[src/rtl/secs_rtc_pkg.sv]
package secs_rtc_pkg;
  localparam int RTC_AW = 12;
  localparam int RTC_DW = 32;
  localparam int ID_LEN = 8;

  localparam logic [RTC_AW-1:0] OFS_COUNT  = 12'h000;
  localparam logic [RTC_AW-1:0] OFS_MATCH  = 12'h004;
  localparam logic [RTC_AW-1:0] OFS_LOAD   = 12'h008;
  localparam logic [RTC_AW-1:0] OFS_CTRL   = 12'h00C;
  localparam logic [RTC_AW-1:0] OFS_MASK   = 12'h010;
  localparam logic [RTC_AW-1:0] OFS_RAW    = 12'h014;
  localparam logic [RTC_AW-1:0] OFS_MSKD   = 12'h018;
  localparam logic [RTC_AW-1:0] OFS_CLEAR  = 12'h01C;
  localparam logic [RTC_AW-1:0] OFS_IDBASE = 12'hFE0;

  typedef enum logic [3:0] {
    RG_COUNT, RG_MATCH, RG_LOAD, RG_CTRL, RG_MASK,
    RG_RAW, RG_MSKD, RG_CLEAR, RG_ID, RG_NONE
  } rtc_reg_e;

  function automatic rtc_reg_e rtc_decode(input logic [RTC_AW-1:0] a);
    rtc_reg_e r;
    case (a)
      OFS_COUNT: r = RG_COUNT;
      OFS_MATCH: r = RG_MATCH;
      OFS_LOAD:  r = RG_LOAD;
      OFS_CTRL:  r = RG_CTRL;
      OFS_MASK:  r = RG_MASK;
      OFS_RAW:   r = RG_RAW;
      OFS_MSKD:  r = RG_MSKD;
      OFS_CLEAR: r = RG_CLEAR;
      default:   r = (a >= OFS_IDBASE && a[1:0] == 2'b00) ? RG_ID : RG_NONE;
    endcase
    return r;
  endfunction

  function automatic logic [7:0] rtc_id_byte(input logic [2:0] idx);
    logic [7:0] b;
    case (idx)
      3'd0: b = 8'h31;
      3'd1: b = 8'h10;
      3'd2: b = 8'h14;
      3'd3: b = 8'h00;
      3'd4: b = 8'h0D;
      3'd5: b = 8'hF0;
      3'd6: b = 8'h05;
      default: b = 8'hB1;
    endcase
    return b;
  endfunction
endpackage

[src/rtl/secs_rtc_counter.sv]
module secs_rtc_counter #(
  parameter int CNT_W = 32
) (
  input  logic             clk,
  input  logic             rst_n,
  input  logic             tick,
  input  logic             load_we,
  input  logic [CNT_W-1:0] load_val,
  output logic [CNT_W-1:0] cnt_q,
  output logic [CNT_W-1:0] cnt_d,
  output logic             cnt_chg,
  output logic [CNT_W-1:0] load_q
);
  localparam logic [CNT_W-1:0] ONE = CNT_W'(1);

  logic [CNT_W-1:0] load_d;

  always_comb begin
    cnt_chg = load_we | tick;
    cnt_d   = cnt_q;
    if (load_we)   cnt_d = load_val;
    else if (tick) cnt_d = cnt_q + ONE;
    load_d  = load_we ? load_val : load_q;
  end

  always_ff @(posedge clk or negedge rst_n) begin
    if (!rst_n) begin
      cnt_q  <= '0;
      load_q <= '0;
    end else begin
      if (cnt_chg) cnt_q  <= cnt_d;
      if (load_we) load_q <= load_d;
    end
  end

  p_tick_step_r2: assert property (@(posedge clk) disable iff (!rst_n)
    (tick && !load_we) |=> (cnt_q == $past(cnt_q) + ONE));

  p_load_wins_r3: assert property (@(posedge clk) disable iff (!rst_n)
    load_we |=> (cnt_q == $past(load_val) && load_q == $past(load_val)));
endmodule

[src/rtl/secs_rtc_alarm.sv]
module secs_rtc_alarm #(
  parameter int CNT_W = 32
) (
  input  logic             clk,
  input  logic             rst_n,
  input  logic [CNT_W-1:0] cnt_q,
  input  logic [CNT_W-1:0] cnt_d,
  input  logic             cnt_chg,
  input  logic             match_we,
  input  logic [CNT_W-1:0] match_val,
  input  logic             mask_we,
  input  logic             mask_val,
  input  logic             clr_we,
  output logic [CNT_W-1:0] match_q,
  output logic             mask_q,
  output logic             raw_q,
  output logic             alarm_irq
);
  logic [CNT_W-1:0] match_d;
  logic             mask_d;
  logic             raw_d;
  logic             hit;

  always_comb begin
    match_d = match_we ? match_val : match_q;
    mask_d  = mask_we ? mask_val : mask_q;
    hit     = (cnt_chg | match_we) && (cnt_d == match_d);
    if (hit)         raw_d = 1'b1;
    else if (clr_we) raw_d = 1'b0;
    else             raw_d = raw_q;
  end

  always_ff @(posedge clk or negedge rst_n) begin
    if (!rst_n) begin
      match_q <= '0;
      mask_q  <= 1'b0;
      raw_q   <= 1'b0;
    end else begin
      if (match_we) match_q <= match_d;
      if (mask_we)  mask_q  <= mask_d;
      raw_q <= raw_d;
    end
  end

  assign alarm_irq = raw_q & mask_q;

  p_mask_bit_r5: assert property (@(posedge clk) disable iff (!rst_n)
    mask_we |=> (mask_q == $past(mask_val)));

  p_clear_r7: assert property (@(posedge clk) disable iff (!rst_n)
    (clr_we && !cnt_chg && !match_we) |=> !raw_q);

  p_rise_on_equal_r8: assert property (@(posedge clk) disable iff (!rst_n)
    $rose(raw_q) |-> (cnt_q == match_q));
endmodule

[src/rtl/secs_rtc_regif.sv]
module secs_rtc_regif
  import secs_rtc_pkg::*;
(
  input  logic              bus_sel,
  input  logic              bus_wr,
  input  logic [RTC_AW-1:0] bus_addr,
  input  logic [RTC_DW-1:0] bus_wdata,
  input  logic [RTC_DW-1:0] cnt_q,
  input  logic [RTC_DW-1:0] match_q,
  input  logic [RTC_DW-1:0] load_q,
  input  logic              mask_q,
  input  logic              raw_q,
  output logic              load_we,
  output logic              match_we,
  output logic              mask_we,
  output logic              clr_we,
  output logic [RTC_DW-1:0] bus_rdata
);
  localparam int IDX_LSB = 2;
  localparam int IDX_W   = $clog2(ID_LEN);

  rtc_reg_e         rsel;
  logic             wr_stb;
  logic             rd_stb;
  logic [IDX_W-1:0] id_idx;

  always_comb begin
    rsel     = rtc_decode(bus_addr);
    wr_stb   = bus_sel & bus_wr;
    rd_stb   = bus_sel & ~bus_wr;
    id_idx   = bus_addr[IDX_LSB +: IDX_W];
    load_we  = wr_stb && (rsel == RG_LOAD);
    match_we = wr_stb && (rsel == RG_MATCH);
    mask_we  = wr_stb && (rsel == RG_MASK);
    clr_we   = wr_stb && (rsel == RG_CLEAR);
    bus_rdata = '0;
    if (rd_stb) begin
      case (rsel)
        RG_COUNT: bus_rdata = cnt_q;
        RG_MATCH: bus_rdata = match_q;
        RG_LOAD:  bus_rdata = load_q;
        RG_CTRL:  bus_rdata = RTC_DW'(1);
        RG_MASK:  bus_rdata = RTC_DW'(mask_q);
        RG_RAW:   bus_rdata = RTC_DW'(raw_q);
        RG_MSKD:  bus_rdata = RTC_DW'(raw_q & mask_q);
        RG_ID:    bus_rdata = RTC_DW'(rtc_id_byte(id_idx));
        default:  bus_rdata = '0;
      endcase
    end
  end

  always_comb begin
    p_one_strobe_r12: assert ($countones({load_we, match_we, mask_we, clr_we}) <= 1);
  end
endmodule

[src/rtl/secs_rtc.sv]
module secs_rtc
  import secs_rtc_pkg::*;
(
  input  logic              clk,
  input  logic              rst_n,
  input  logic              tick,
  input  logic              bus_sel,
  input  logic              bus_wr,
  input  logic [RTC_AW-1:0] bus_addr,
  input  logic [RTC_DW-1:0] bus_wdata,
  output logic [RTC_DW-1:0] bus_rdata,
  output logic              alarm_irq
);
  logic [RTC_DW-1:0] cnt_q, cnt_d, load_q, match_q;
  logic              cnt_chg, load_we, match_we, mask_we, clr_we, mask_q, raw_q;

  secs_rtc_regif u_regif (
    .bus_sel  (bus_sel),
    .bus_wr   (bus_wr),
    .bus_addr (bus_addr),
    .bus_wdata(bus_wdata),
    .cnt_q    (cnt_q),
    .match_q  (match_q),
    .load_q   (load_q),
    .mask_q   (mask_q),
    .raw_q    (raw_q),
    .load_we  (load_we),
    .match_we (match_we),
    .mask_we  (mask_we),
    .clr_we   (clr_we),
    .bus_rdata(bus_rdata)
  );

  secs_rtc_counter #(.CNT_W(RTC_DW)) u_cnt (
    .clk     (clk),
    .rst_n   (rst_n),
    .tick    (tick),
    .load_we (load_we),
    .load_val(bus_wdata),
    .cnt_q   (cnt_q),
    .cnt_d   (cnt_d),
    .cnt_chg (cnt_chg),
    .load_q  (load_q)
  );

  secs_rtc_alarm #(.CNT_W(RTC_DW)) u_alarm (
    .clk      (clk),
    .rst_n    (rst_n),
    .cnt_q    (cnt_q),
    .cnt_d    (cnt_d),
    .cnt_chg  (cnt_chg),
    .match_we (match_we),
    .match_val(bus_wdata),
    .mask_we  (mask_we),
    .mask_val (bus_wdata[0]),
    .clr_we   (clr_we),
    .match_q  (match_q),
    .mask_q   (mask_q),
    .raw_q    (raw_q),
    .alarm_irq(alarm_irq)
  );

  p_irq_masked_r6: assert property (@(posedge clk) disable iff (!rst_n)
    alarm_irq |-> (mask_q && raw_q));
endmodule

[config.mk]
export PLATFORM = sky130hd
export DESIGN_NAME = secs_rtc
export DESIGN_NICKNAME = d
export VERILOG_FILES = /design/src/rtl/secs_rtc_pkg.sv /design/src/rtl/secs_rtc_counter.sv /design/src/rtl/secs_rtc_alarm.sv /design/src/rtl/secs_rtc_regif.sv /design/src/rtl/secs_rtc.sv
export SDC_FILE = /design/constraint.sdc
export NUM_CORES = 1
export LEC_CHECK = 0
export BUFFER_PORTS_ARGS = -buffer_cell sky130_fd_sc_hd__buf_2
export CORE_ASPECT_RATIO = 0.7
export CORE_MARGIN = 2
export CORE_UTILIZATION = 56
export CTS_BUF_LIST = sky130_fd_sc_hd__clkbuf_8
export DETAILED_ROUTE_END_ITERATION = 7
export GPL_ROUTABILITY_DRIVEN = 0
export HOLD_SLACK_MARGIN = 0.03
export PLACE_DENSITY = 0.88
export REMOVE_ABC_BUFFERS = 1
export SETUP_SLACK_MARGIN = 0.02
export SYNTH_ARGS = -nofsm -noshare
export SYNTH_HDL_FRONTEND = slang
export SYNTH_HIERARCHICAL = 1
export SYNTH_SLANG_ARGS = --single-unit
[constraint.sdc]
create_clock -name clk -period 7 [get_ports clk]
set_input_delay 1.4 -clock clk [delete_from_list [all_inputs] [get_ports clk]]
set_output_delay 1.4 -clock clk [all_outputs]
set_load 0.02 [all_outputs]
==> results of run 1 <==
[cells by family (layout without fill, tap and decap cells)]
| group | Yosys count | in the layout | share of synthesized area |
|---|---|---|---|
| compound gates | 143 | 143 | 0.143 |
| simple gates | 237 | 237 | 0.199 |
| flops | 98 | 98 | 0.408 |
| buf+inv | 78 | 139 | 0.0552 |
| xor+xnor | 42 | 42 | 0.0612 |
| mux | 71 | 71 | 0.131 |
| fa+ha+maj | 1 | 1 | 0.00208 |
[synth_stat cells (4+ instances only)]
master / number / area share
sky130_fd_sc_hd__dfrtp_1: 98 / 0.41
sky130_fd_sc_hd__o311ai_0: 6 / 0.0087
sky130_fd_sc_hd__a31oi_1: 24 / 0.025
sky130_fd_sc_hd__nand4_1: 20 / 0.021
sky130_fd_sc_hd__a222oi_1: 4 / 0.0067
sky130_fd_sc_hd__nor2_1: 77 / 0.048
sky130_fd_sc_hd__a21oi_1: 33 / 0.027
sky130_fd_sc_hd__buf_1: 5 / 0.0031
sky130_fd_sc_hd__xor2_1: 22 / 0.032
sky130_fd_sc_hd__clkbuf_1: 25 / 0.016
sky130_fd_sc_hd__mux2_4: 6 / 0.015
sky130_fd_sc_hd__inv_1: 36 / 0.022
sky130_fd_sc_hd__xnor2_1: 20 / 0.029
sky130_fd_sc_hd__nand2b_1: 7 / 0.0073
sky130_fd_sc_hd__or4_1: 9 / 0.011
sky130_fd_sc_hd__mux2_2: 38 / 0.071
sky130_fd_sc_hd__nand3_1: 26 / 0.022
sky130_fd_sc_hd__nand2_1: 48 / 0.030
sky130_fd_sc_hd__mux2i_1: 27 / 0.045
sky130_fd_sc_hd__or3_1: 4 / 0.0042
sky130_fd_sc_hd__buf_2: 7 / 0.0058
sky130_fd_sc_hd__nor4_1: 12 / 0.012
sky130_fd_sc_hd__o31ai_1: 9 / 0.011
sky130_fd_sc_hd__nor3_1: 10 / 0.0083
sky130_fd_sc_hd__o21ai_0: 55 / 0.046
[per-layer routing]
| layer | routed length, µm | part of all wire | track usage | vias to the layer above |
|---|---|---|---|---|
| li1 | - | - | - | 2511 |
| met1 | 7090 | 0.43 | 0.412 | 2651 |
| met2 | 7410 | 0.45 | 0.440 | 316 |
| met3 | 1720 | 0.10 | 0.0746 | 32 |
| met4 | 258 | 0.016 | 0.0925 | 0 |
| met5 | 0 | 0 | 0 | - |
[cell type report]
| type | count | share of cell area |
|---|---|---|
| multi-input cells | 494 | 0.486 |
| flip-flops and latches | 98 | 0.368 |
| clock inverters | 6 | 0.0131 |
| clock buffers | 10 | 0.0206 |
| repair buffers | 87 | 0.0679 |
| well taps | 132 | 0.0248 |
| inverters | 36 | 0.0203 |
[power by group through the flow]
stage | sequential, mW | clock, mW | combinational (mW)
2_1_floorplan | 0.620 | 0 | 0.125
3_3_place_gp | 0.626 | 0 | 0.193
3_5_place_dp | 0.629 | 0 | 0.203
4_1_cts | 0.617 | 0.426 | 0.204
5_1_grt | 0.623 | 0.451 | 0.230
6_report | 0.618 | 0.423 | 0.209
[how the worst max path moves through the flow]
stage / startpoint / endpoint / slack [ps] / cells past startpoint
floorplan: bus_addr[3] / u_alarm/raw_q$_DFFE_PN0P_ / -5780 / 12
global placement: bus_addr[1] / u_alarm/raw_q$_DFFE_PN0P_ / 1840 / 14
detailed placement: bus_addr[1] / u_alarm/raw_q$_DFFE_PN0P_ / 1670 / 14
CTS: bus_addr[1] / bus_rdata[13] / 1880 / 6
global route: bus_addr[1] / bus_rdata[10] / 1680 / 6
finish: bus_addr[1] / bus_rdata[13] / 1880 / 6
[flip-flops by register name, indices dropped and copies added, names as in the netlist]
signal / count
u_alarm/mask_q: 1
u_alarm/match_q: 32
u_alarm/raw_q: 1
u_cnt/cnt_q: 32
u_cnt/load_q: 32
[through the flow]
step                setup TNS [ps]  setup slack (ps)  area (µm²)  total power [mW]
global placement                 0              1840        6440             0.819
global route                     0              1680        6670              1.30
floorplan                  -180170             -5780        5810             0.744
CTS                              0              1880        6670              1.25
detailed placement               0              1670        6440             0.832
finish                           0              1880        6670              1.25
==> Flow_metrics.wiki, run 1 <==
{| class="wikitable"
! Metric !! Value
|-
| Critical path type || primary input to output pin
|-
| Depth of the CTS H-tree || 3
|-
| Critical Path End Type || output pin
|-
| Total wirelength of the detailed-routed design || 16500 µm
|-
| Part of the total power dissipated in the clock network || 0.338
|-
| Total number of placement rows || 31
|-
| Core utilization of the finished layout || 0.642
|-
| Fill cell count || 865
|-
| Clock skew || about 17 ps
|-
| Clock latency on the worst-skew pair || 380 ps
|-
| Power density of the placed cells || about 190 mW/mm²
|-
| Detail-routed net length per standard cell || approximately 19 µm
|-
| Most frequent cells in the layout || 98 x sky130_fd_sc_hd__dfrtp_1, 80 x sky130_fd_sc_hd__buf_2, 77 x sky130_fd_sc_hd__nor2_1
|-
| Worst hold path stage count || 1
|-
| Netlist cell types || 52
|-
| Via count of the first global-routing pass || 5325
|-
| Slew at the pin closest to its max-slew limit || roughly 970 ps
|-
| Int Pwr || just under 0.9 mW
|-
| Initial standard-cell utilization of the core || 0.578
|-
| Sw Pwr || 0.370 mW
|-
| Total global routing overflow || 0
|-
| Die height || 90.7 µm
|-
| Share of power burned in registers || 0.495
|-
| Critical path cell sequence || buf_2 > or4_4 > nor4_4 > nand2_1 > nor2_1 > buf_2
|-
| Core region area || 0.0104 mm²
|-
| First-pass GRT wire length || 26900 µm
|-
| Placed Instances || 847
|-
| Unrepaired setup endpoints after global routing || false
|-
| Horizontal extent of the die || 128 µm
|-
| Final std cells w/o fill || 863
|-
| Clock input transition at the sequential cells of the worst setup and hold paths || around 90 ps
|-
| Sinks on the clock net || 98
|-
| Final setup fails || 0
|-
| Syn-to-layout area delta || 11.0%
|-
| Reg2Reg Launch Point || u_cnt/cnt_q[5]$_DFFE_PN0P_
|-
| Length of the first detailed-routing pass in iterations || 7
|-
| Maximum vdd drop || 0.132 mV
|-
| Reg2Reg Setup Slack || 3010 ps
|-
| CTS max path bufs || 2
|-
| Fraction of layout cells with a size suffix above 1 || 0.220
|-
| CP arrival || 3720 ps
|-
| Master of the slowest instance on the critical path || sky130_fd_sc_hd__nand2_1
|-
| Area enclosed by the die boundary || 0.0116 mm²
|-
| Leakage power figure || 3.12 nW
|-
| Post-CTS setup buffer count || 0
|-
| Hold Fails Final Rpt || 0
|-
| Count of cells along the worst register-to-register path || 9
|-
| Antenna violations before repair || 0
|-
| Async set-or-reset flop fraction in the synthesized netlist || 1.00
|-
| Hold Crit Start || u_cnt/load_q[24]$_DFFE_PN0P_
|-
| DRC violations left || 0
|-
| Total of buffers placed on input and output ports || 81
|-
| Count of max-cap constraint violations || 0
|-
| PostCTS Resize Cnt || 0
|-
| Pin count of the biggest net entering global routing || 92
|-
| Footprint of the flip-flops and latches || 0.00245 mm²
|-
| Synthesized instance count || 670
|-
| Fraction of power consumed by combinational cells || 0.167
|-
| Overall via count from detail_route || 5510
|-
| Pins Over Slew Limit || 0
|-
| TritonCTS buffer count || 9
|-
| DRC violation total after the first TritonRoute iteration || 582
|-
| CP Max Fanout || 24
|-
| Total standard cell area after synthesis || 0.00601 mm²
|-
| Number of flip-flops and latches in the synthesized netlist || 98
|-
| Via-per-instance ratio || 6.38
|-
| Critical path's most frequent cell || sky130_fd_sc_hd__buf_2
|-
| Cts hold-fix bufs || 0
|-
| CTS root buf || sky130_fd_sc_hd__clkbuf_8
|-
| Antenna fix cells || 0
|-
| Half-perimeter wire length after placement || 11200 µm
|-
| Top-level port count || 82
|-
| Critical Path Source Type || primary input
|-
| Minimum period implied by the final worst setup slack || just over 5000 ps
|-
| Status || complete, no violations
|-
| Total Routing Usage GR || 0.291
|-
| Delay of the slowest critical-path stage || 700 ps
|-
| Crit Reg-Reg Endpoint || u_alarm/raw_q$_DFFE_PN0P_
|-
| Number of buffers and inverters on the critical path || 2
|-
| Area used by multi-input combinational logic || 0.00324 mm²
|-
| Max transition margin || 0.352
|-
| Avg Synthesized Cell Area || 8.97 µm²
|-
| Most used flip-flop cell after synthesis || sky130_fd_sc_hd__dfrtp_1
|-
| Final Net Count || roughly 780
|-
| Hold EP || u_cnt/load_q[24]$_DFFE_PN0P_
|-
| CP Data Required Time || 5600 ps
|-
| Maximum frequency from static timing analysis || 195 MHz
|-
| Delay-heaviest family, CP || simple AND/OR/NAND/NOR gates
|-
| Final period utilization || 0.731
|-
| Most common cell after layout, fill and taps aside || sky130_fd_sc_hd__dfrtp_1
|-
| Minimum hold slack || 518 ps
|-
| Clock tree from TritonCTS || built
|-
| Number of flops mapped to enable cells by yosys || 0
|-
| Class of the worst hold path || flip-flop to flip-flop
|-
| Proportion of synthesized chip area in sequential cells || 0.408
|-
| Yosys Warn Count || 6
|-
| Switching share of total power || 0.296
|-
| Antenna viol nets, final || 0
|}
(Power assumes the default switching activity.)
==> run 2: changes to the inputs <==
--- a/config.mk
+++ b/config.mk
@@ -8,12 +8,12 @@
 export BUFFER_PORTS_ARGS = -buffer_cell sky130_fd_sc_hd__buf_2
 export CORE_ASPECT_RATIO = 0.7
 export CORE_MARGIN = 2
-export CORE_UTILIZATION = 56
+export CORE_UTILIZATION = 54
 export CTS_BUF_LIST = sky130_fd_sc_hd__clkbuf_8
 export DETAILED_ROUTE_END_ITERATION = 7
 export GPL_ROUTABILITY_DRIVEN = 0
 export HOLD_SLACK_MARGIN = 0.03
-export PLACE_DENSITY = 0.88
+export PLACE_DENSITY = 0.89
 export REMOVE_ABC_BUFFERS = 1
 export SETUP_SLACK_MARGIN = 0.02
 export SYNTH_ARGS = -nofsm -noshare
==> constraint.sdc (replaced) <==
create_clock -name clk -period 4.3 [get_ports clk]
set_input_delay 0.86 -clock clk [delete_from_list [all_inputs] [get_ports clk]]
set_output_delay 0.86 -clock clk [all_outputs]
set_load 0.02 [all_outputs]
==> run 2 against run 1 <==
Final area is 1.7% higher. Sequential power is 63% higher. Combinational power rose by 63%. Via count fell by 0.83%. Critical path type is now primary input to flip-flop. Worst hold slack improved by 0.93 ps. First-iteration DRC count fell by 0.17%. Global-route usage is 0.93 points lower. Count of clock-buffer cells in the layout is 1 higher. Clock power is 28% higher. Sequential share of layout area decreased by 0.61 points.
==> Flow_metrics.wiki, run 2 (synthesis results as in run 1) <==
{| class="wikitable"
! Metric !! Value
|-
| Status || complete, no violations
|-
| Fraction of layout cells with a size suffix above 1 || 0.235
|-
| CTS root buf || sky130_fd_sc_hd__clkbuf_8
|-
| Class of the worst hold path || flip-flop to flip-flop
|-
| Maximum vdd drop || 0.139 mV
|-
| First-pass GRT wire length || 26100 µm
|-
| Final Net Count || 792
|-
| Timing startpoint of the critical path || bus_addr[1]
|-
| Most common cell after layout, fill and taps aside || sky130_fd_sc_hd__dfrtp_1
|-
| Count of max-cap constraint violations || 0
|-
| Antenna violations before repair || 0
|-
| DRC violation total after the first TritonRoute iteration || 581
|-
| Clock skew || 9.97 ps
|-
| Unrepaired setup endpoints after global routing || false
|-
| Reg2Reg Launch Point || u_cnt/cnt_q[0]$_DFFE_PN0P_
|-
| Clock tree from TritonCTS || built
|-
| Overall Power || between 1.5 and 2 mW
|-
| Critical path cell sequence || buf_2 > or4_4 > or3_1 > nor4_4 > inv_1 > o311ai_0 > nand3_1 > inv_1 > o22ai_1 > a2111oi_2 > nand2_1 > or3b_1 > o32ai_2
|-
| Placed Instance Area || 0.00660 mm²
|-
| Overall via count from detail_route || about 5500
|-
| Final period utilization || 0.931
|-
| Biggest registers after layout || u_alarm/match_q (32), u_cnt/cnt_q (32), u_cnt/load_q (32)
|-
| Delay of the slowest critical-path stage || 570 ps
|-
| Die height || 92.2 µm
|-
| Post-placement setup slack || -155 ps
|-
| Core utilization of the finished layout || 0.620
|-
| Hold Crit Start || u_cnt/load_q[25]$_DFFE_PN0P_
|-
| Length of the first detailed-routing pass in iterations || 7
|-
| Post-route standard cell area excluding fillers || 0.00678 mm²
|-
| Number of logic stages on the critical path including buffering || 13
|-
| Delay-heaviest family, CP || simple AND/OR/NAND/NOR gates
|-
| Depth of the CTS H-tree || 3
|-
| Count of cells along the worst register-to-register path || 11
|-
| Area enclosed by the die boundary || 0.0120 mm²
|-
| Antenna fix cells || 0
|-
| Critical Path Source Type || primary input
|-
| Maximum frequency from static timing analysis || 250 MHz
|-
| Hold Fails Final Rpt || 0
|-
| Power density of the placed cells || 280 mW/mm²
|-
| Post-CTS setup buffer count || 0
|-
| Master of the slowest instance on the critical path || sky130_fd_sc_hd__or4_4
|-
| Placed Instances || 884
|-
| Worst hold path stage count || 1
|-
| Slew at the pin closest to its max-slew limit || just under 1000 ps
|-
| Detail-routed net length per standard cell || 18.2 µm
|-
| Horizontal extent of the die || 130 µm
|-
| Antenna viol nets, final || 0
|-
| CP arrival || 4290 ps
|-
| Core region area || 0.0109 mm²
|-
| Initial standard-cell utilization of the core || 0.550
|-
| Worst path setup slack after routing || 299 ps
|-
| Clock input transition at the sequential cells of the worst setup and hold paths || 90 ps
|-
| Top-level port count || 82
|-
| Final std cells w/o fill || 899
|-
| Pin count of the biggest net entering global routing || 79
|-
| Clock latency on the worst-skew pair || 380 ps
|-
| Via count of the first global-routing pass || 5136
|-
| Critical path's most frequent cell || sky130_fd_sc_hd__inv_1
|-
| Critical Path End Type || flip-flop
|-
| Most frequent cells in the layout || 98 x sky130_fd_sc_hd__dfrtp_1, 80 x sky130_fd_sc_hd__buf_2, 77 x sky130_fd_sc_hd__nor2_1
|-
| DRC violations left || 0
|-
| CTS max path bufs || 2
|-
| Total number of placement rows || 32
|-
| Leakage power figure || between 3 and 4 nW
|-
| CP Data Required Time || 4590 ps
|-
| TritonCTS buffer count || 9
|-
| Total of buffers placed on input and output ports || 81
|-
| Critical path type || primary input to flip-flop
|-
| Total wirelength of the detailed-routed design || 16400 µm
|-
| Half-perimeter wire length after placement || 11900 µm
|-
| Pins Over Slew Limit || 0
|-
| Via-per-instance ratio || 6.08
|-
| CP Max Fanout || 9
|-
| Total Routing Usage GR || 0.282
|-
| Number of buffers and inverters on the critical path || 3
|-
| Minimum period implied by the final worst setup slack || 4000 ps
|-
| Max transition margin || 0.343
|-
| Total global routing overflow || 0
|-
| Final setup fails || 0
|-
| Sinks on the clock net || approximately 100
|-
| Syn-to-layout area delta || 12.9%
|}
## run 2: cell types whose count changed in the layout (fill, tap and decap cells not counted)
| cell | change |
|---|---|
| sky130_fd_sc_hd__nor4_4 | +1 |
| sky130_fd_sc_hd__bufinv_16 | -2 |
| sky130_fd_sc_hd__clkinv_4 | -1 |
| sky130_fd_sc_hd__nor4_2 | -1 |
| sky130_fd_sc_hd__inv_6 | -1 |
| sky130_fd_sc_hd__buf_4 | +15 |
| sky130_fd_sc_hd__inv_1 | +1 |
| sky130_fd_sc_hd__buf_12 | +1 |
| sky130_fd_sc_hd__clkinv_2 | +1 |
| sky130_fd_sc_hd__clkbuf_8 | +1 |
## run 2: cell type report
type / count / area, µm²
well taps: 153 / 191
repair buffers: 103 / 586
clock buffers: 11 / 151
inverters: 36 / 135
multi-input cells: 494 / 3250
clock inverters: 4 / 18.8
flip-flops and latches: 98 / 2450
fillers: 937 / 4150
## run 2: final timing paths
kind                                           endpoint  slack [ps]
setup / recovery              u_alarm/raw_q$_DFFE_PN0P_         300
hold / removal             u_cnt/load_q[25]$_DFFE_PN0P_         520
setup reg to reg              u_alarm/raw_q$_DFFE_PN0P_         610
hold reg to reg            u_cnt/load_q[25]$_DFFE_PN0P_         520
max in group asynchronous   u_cnt/cnt_q[19]$_DFFE_PN0P_        2820
min in group asynchronous  u_cnt/load_q[31]$_DFFE_PN0P_         620
## run 2: power breakdown
group	leakage, nW	internal, mW	switching (mW)
clock	0.0961	0.234	0.307
sequential	1.24	0.955	0.0591
combinational	1.85	0.134	0.207
## run 2: layer usage
metal / track usage / share of wire / vias to the layer above
li1: - / - / 2534
met1: 0.413 / 0.45 / 2611
met2: 0.409 / 0.43 / 294
met3: 0.0863 / 0.11 / 25
met4: 0.0627 / 0.013 / 0
met5: 0 / 0 / -
## run 2: through the flow
step	hold WS, ps	TNS, ps
after CTS	521	0
after floorplan	481	-388200
final	519	0
after global placement	490	-18.2
after global routing	538	0
after detailed placement	501	-155
## run 2: what timing repair did
action / in CTS / in global routing
endpoints found under the setup margin: 0 / 1
endpoints found under the hold margin: 0 / 0
resized for setup: 0 / 1
hold buffers: 0 / 0
==> run 3: changes to the inputs <==
--- a/config.mk
+++ b/config.mk
@@ -5,6 +5,7 @@
 export SDC_FILE = /design/constraint.sdc
 export NUM_CORES = 1
 export LEC_CHECK = 0
+export ABC_AREA = 0
 export BUFFER_PORTS_ARGS = -buffer_cell sky130_fd_sc_hd__buf_2
 export CORE_ASPECT_RATIO = 0.7
 export CORE_MARGIN = 2
==> constraint.sdc (replaced) <==
create_clock -name clk -period 3.45 [get_ports clk]
set_input_delay 0.69 -clock clk [delete_from_list [all_inputs] [get_ports clk]]
set_output_delay 0.69 -clock clk [all_outputs]
set_load 0.02 [all_outputs]
==> run 3 against run 2 <==
The flow now finishes with violations (setup timing). Die area stayed put. Sequential power rose by 23%. Worst hold slack worse by 150 ps. Flip-flop and latch count unchanged. Register-to-register slack worse by 600 ps. Largest cell class unchanged.
==> Flow_metrics.wiki, run 3 (synthesis results as in run 1) <==
{| class="wikitable"
! Metric !! Value
|-
| Final Net Count || 853
|-
| CTS root buf || sky130_fd_sc_hd__clkbuf_8
|-
| Critical path cell sequence || buf_6 > or4_4 > or3_4 > nor4_4 > buf_6 > buf_6 > buf_12 > buf_12 > buf_4 > buf_4 > mux2_2 > nand2_1 > nor4b_1 > nand4_1 > o32ai_2
|-
| CP Max Fanout || 4
|-
| Detail-routed net length per standard cell || 19.3 µm
|-
| Accumulated negative setup slack || -249 ps
|-
| Top-level port count || 82
|-
| Sinks on the clock net || 98
|-
| Final period utilization || 1.07
|-
| Depth of the CTS H-tree || 3
|-
| Overall via count from detail_route || roughly 5900
|-
| Unrepaired setup endpoints after global routing || true
|-
| Die height || 92.2 µm
|-
| Maximum vdd drop || 0.278 mV
|-
| Syn-to-layout area delta || 25.5%
|-
| DRC violation total after the first TritonRoute iteration || 598
|-
| Biggest registers after layout || u_alarm/match_q (32), u_cnt/cnt_q (32), u_cnt/load_q (32)
|-
| Half-perimeter wire length after placement || 12500 µm
|-
| Total global routing overflow || 0
|-
| Area enclosed by the die boundary || ~0.012 mm²
|-
| Overall Power || between 2 and 3 mW
|-
| Via-per-instance ratio || 6.17
|-
| Clock latency on the worst-skew pair || between 300 and 400 ps
|-
| First-pass GRT wire length || 28800 µm
|-
| Area used by multi-input combinational logic || between 0.003 and 0.004 mm²
|-
| Fraction of layout cells with a size suffix above 1 || 0.313
|-
| Reg2Reg Setup Slack || 10 ps
|-
| Number of buffers and inverters on the critical path || 7
|-
| CP arrival || 4000 ps
|-
| Status || complete, but fails checks
|-
| Pin count of the biggest net entering global routing || 61
|-
| Power density of the placed cells || 332 mW/mm²
|-
| Leakage power figure || ~3.5 nW
|-
| Most frequent cells in the layout || 98 x sky130_fd_sc_hd__dfrtp_1, 78 x sky130_fd_sc_hd__buf_2, 74 x sky130_fd_sc_hd__nor2_1
|-
| Total Routing Usage GR || 0.312
|-
| Violated checks || setup timing
|-
| Hold Fails Final Rpt || 0
|-
| Clock tree from TritonCTS || built
|-
| Antenna violations before repair || 0
|-
| Class of the worst hold path || primary input to async pin
|-
| Final setup fails || 1
|-
| DRC violations left || 0
|-
| CP Data Required Time || 3750 ps
|-
| Initial standard-cell utilization of the core || 0.550
|-
| CTS max path bufs || 2
|-
| Max transition margin || 0.486
|-
| Clock skew || 12.1 ps
|-
| Total of buffers placed on input and output ports || 81
|-
| TritonCTS buffer count || 9
|-
| Most common cell after layout, fill and taps aside || sky130_fd_sc_hd__dfrtp_1
|-
| Master of the slowest instance on the critical path || sky130_fd_sc_hd__or4_4
|-
| Critical Path Source Type || primary input
|-
| Length of the first detailed-routing pass in iterations || 6
|-
| Cts hold-fix bufs || 0
|-
| Fill cell count || 818
|-
| Delay of the slowest critical-path stage || about 530 ps
|-
| Critical Path End Type || flip-flop
|-
| Critical path's most frequent cell || sky130_fd_sc_hd__buf_6
|-
| Horizontal extent of the die || 130 µm
|-
| Total number of placement rows || 32
|-
| Footprint of the flip-flops and latches || 0.00245 mm²
|-
| Via count of the first global-routing pass || roughly 5700
|-
| Delay-heaviest family, CP || simple AND/OR/NAND/NOR gates
|-
| Minimum period implied by the final worst setup slack || roughly 3700 ps
|-
| Worst path setup slack after routing || -249 ps
|-
| Slew at the pin closest to its max-slew limit || slightly below 800 ps
|-
| Total wirelength of the detailed-routed design || 18600 µm
|-
| Antenna viol nets, final || 0
|-
| Maximum frequency from static timing analysis || roughly 270 MHz
|-
| Core region area || 0.0109 mm²
|-
| Clock input transition at the sequential cells of the worst setup and hold paths || 90 ps
|-
| Critical path type || primary input to flip-flop
|-
| Antenna fix cells || 0
|-
| Count of max-cap constraint violations || 0
|-
| Pins Over Slew Limit || 0
|-
| Core utilization of the finished layout || 0.690
|}
run 3: final cells by class:
| type | count | share of cell area |
|---|---|---|
| Tap cell | 153 | 0.0254 |
| Sequential cell | 98 | 0.325 |
| Inverter | 36 | 0.0179 |
| Clock inverter | 4 | 0.00448 |
| Timing Repair Buffer | 164 | 0.161 |
| Multi-Input combinational cell | 494 | 0.444 |
| Clock buffer | 12 | 0.0219 |
run 3: layer usage:
layer  up-vias  share of wire  GRT usage
met4         0          0.025     0.0986
met2       393           0.44      0.462
met1      2808           0.41      0.440
met3        66           0.12     0.0928
li1       2667              -          -
met5         -              0          0
run 3: per-stage QoR:
step / worst slack, ps / cell area, µm² / cells / hold WS, ps
after floorplan: -8620 / 5810 / 628 / 394
after global placement: -542 / 6970 / 926 / 488
after detailed placement: -698 / 6970 / 926 / 496
after CTS: -3.81 / 7390 / 956 / 386
after global routing: -348 / 7540 / 961 / 415
final: -249 / 7540 / 961 / 368
run 3: repair_timing:
item | CTS | global route
gates cloned | 0 | 1
pin swaps | 17 | 12
endpoints found under the setup margin | 1 | 1
resized for setup | 19 | 25
buffers inserted | 14 | 5
run 3: power breakdown:
part / total, mW / internal (mW) / switching, mW
Combinational: 0.506 / 0.209 / 0.297
Clock: 0.751 / 0.327 / 0.425
Sequential: 1.24 / 1.19 / 0.0535
run 3: worst paths after layout:
path                                                    from                         endpoint  depth (start not counted)
worst max register to register    u_cnt/cnt_q[3]$_DFFE_PN0P_        u_alarm/raw_q$_DFFE_PN0P_                         10
max in group asynchronous                              rst_n  u_alarm/match_q[12]$_DFFE_PN0P_                          2
worst min register to register  u_cnt/load_q[29]$_DFFE_PN0P_     u_cnt/load_q[29]$_DFFE_PN0P_                          1
worst min-delay path                                   rst_n     u_cnt/load_q[31]$_DFFE_PN0P_                          1
worst max-delay path                             bus_addr[9]        u_alarm/raw_q$_DFFE_PN0P_                         15
min in group clk                u_cnt/load_q[29]$_DFFE_PN0P_     u_cnt/load_q[29]$_DFFE_PN0P_                          1
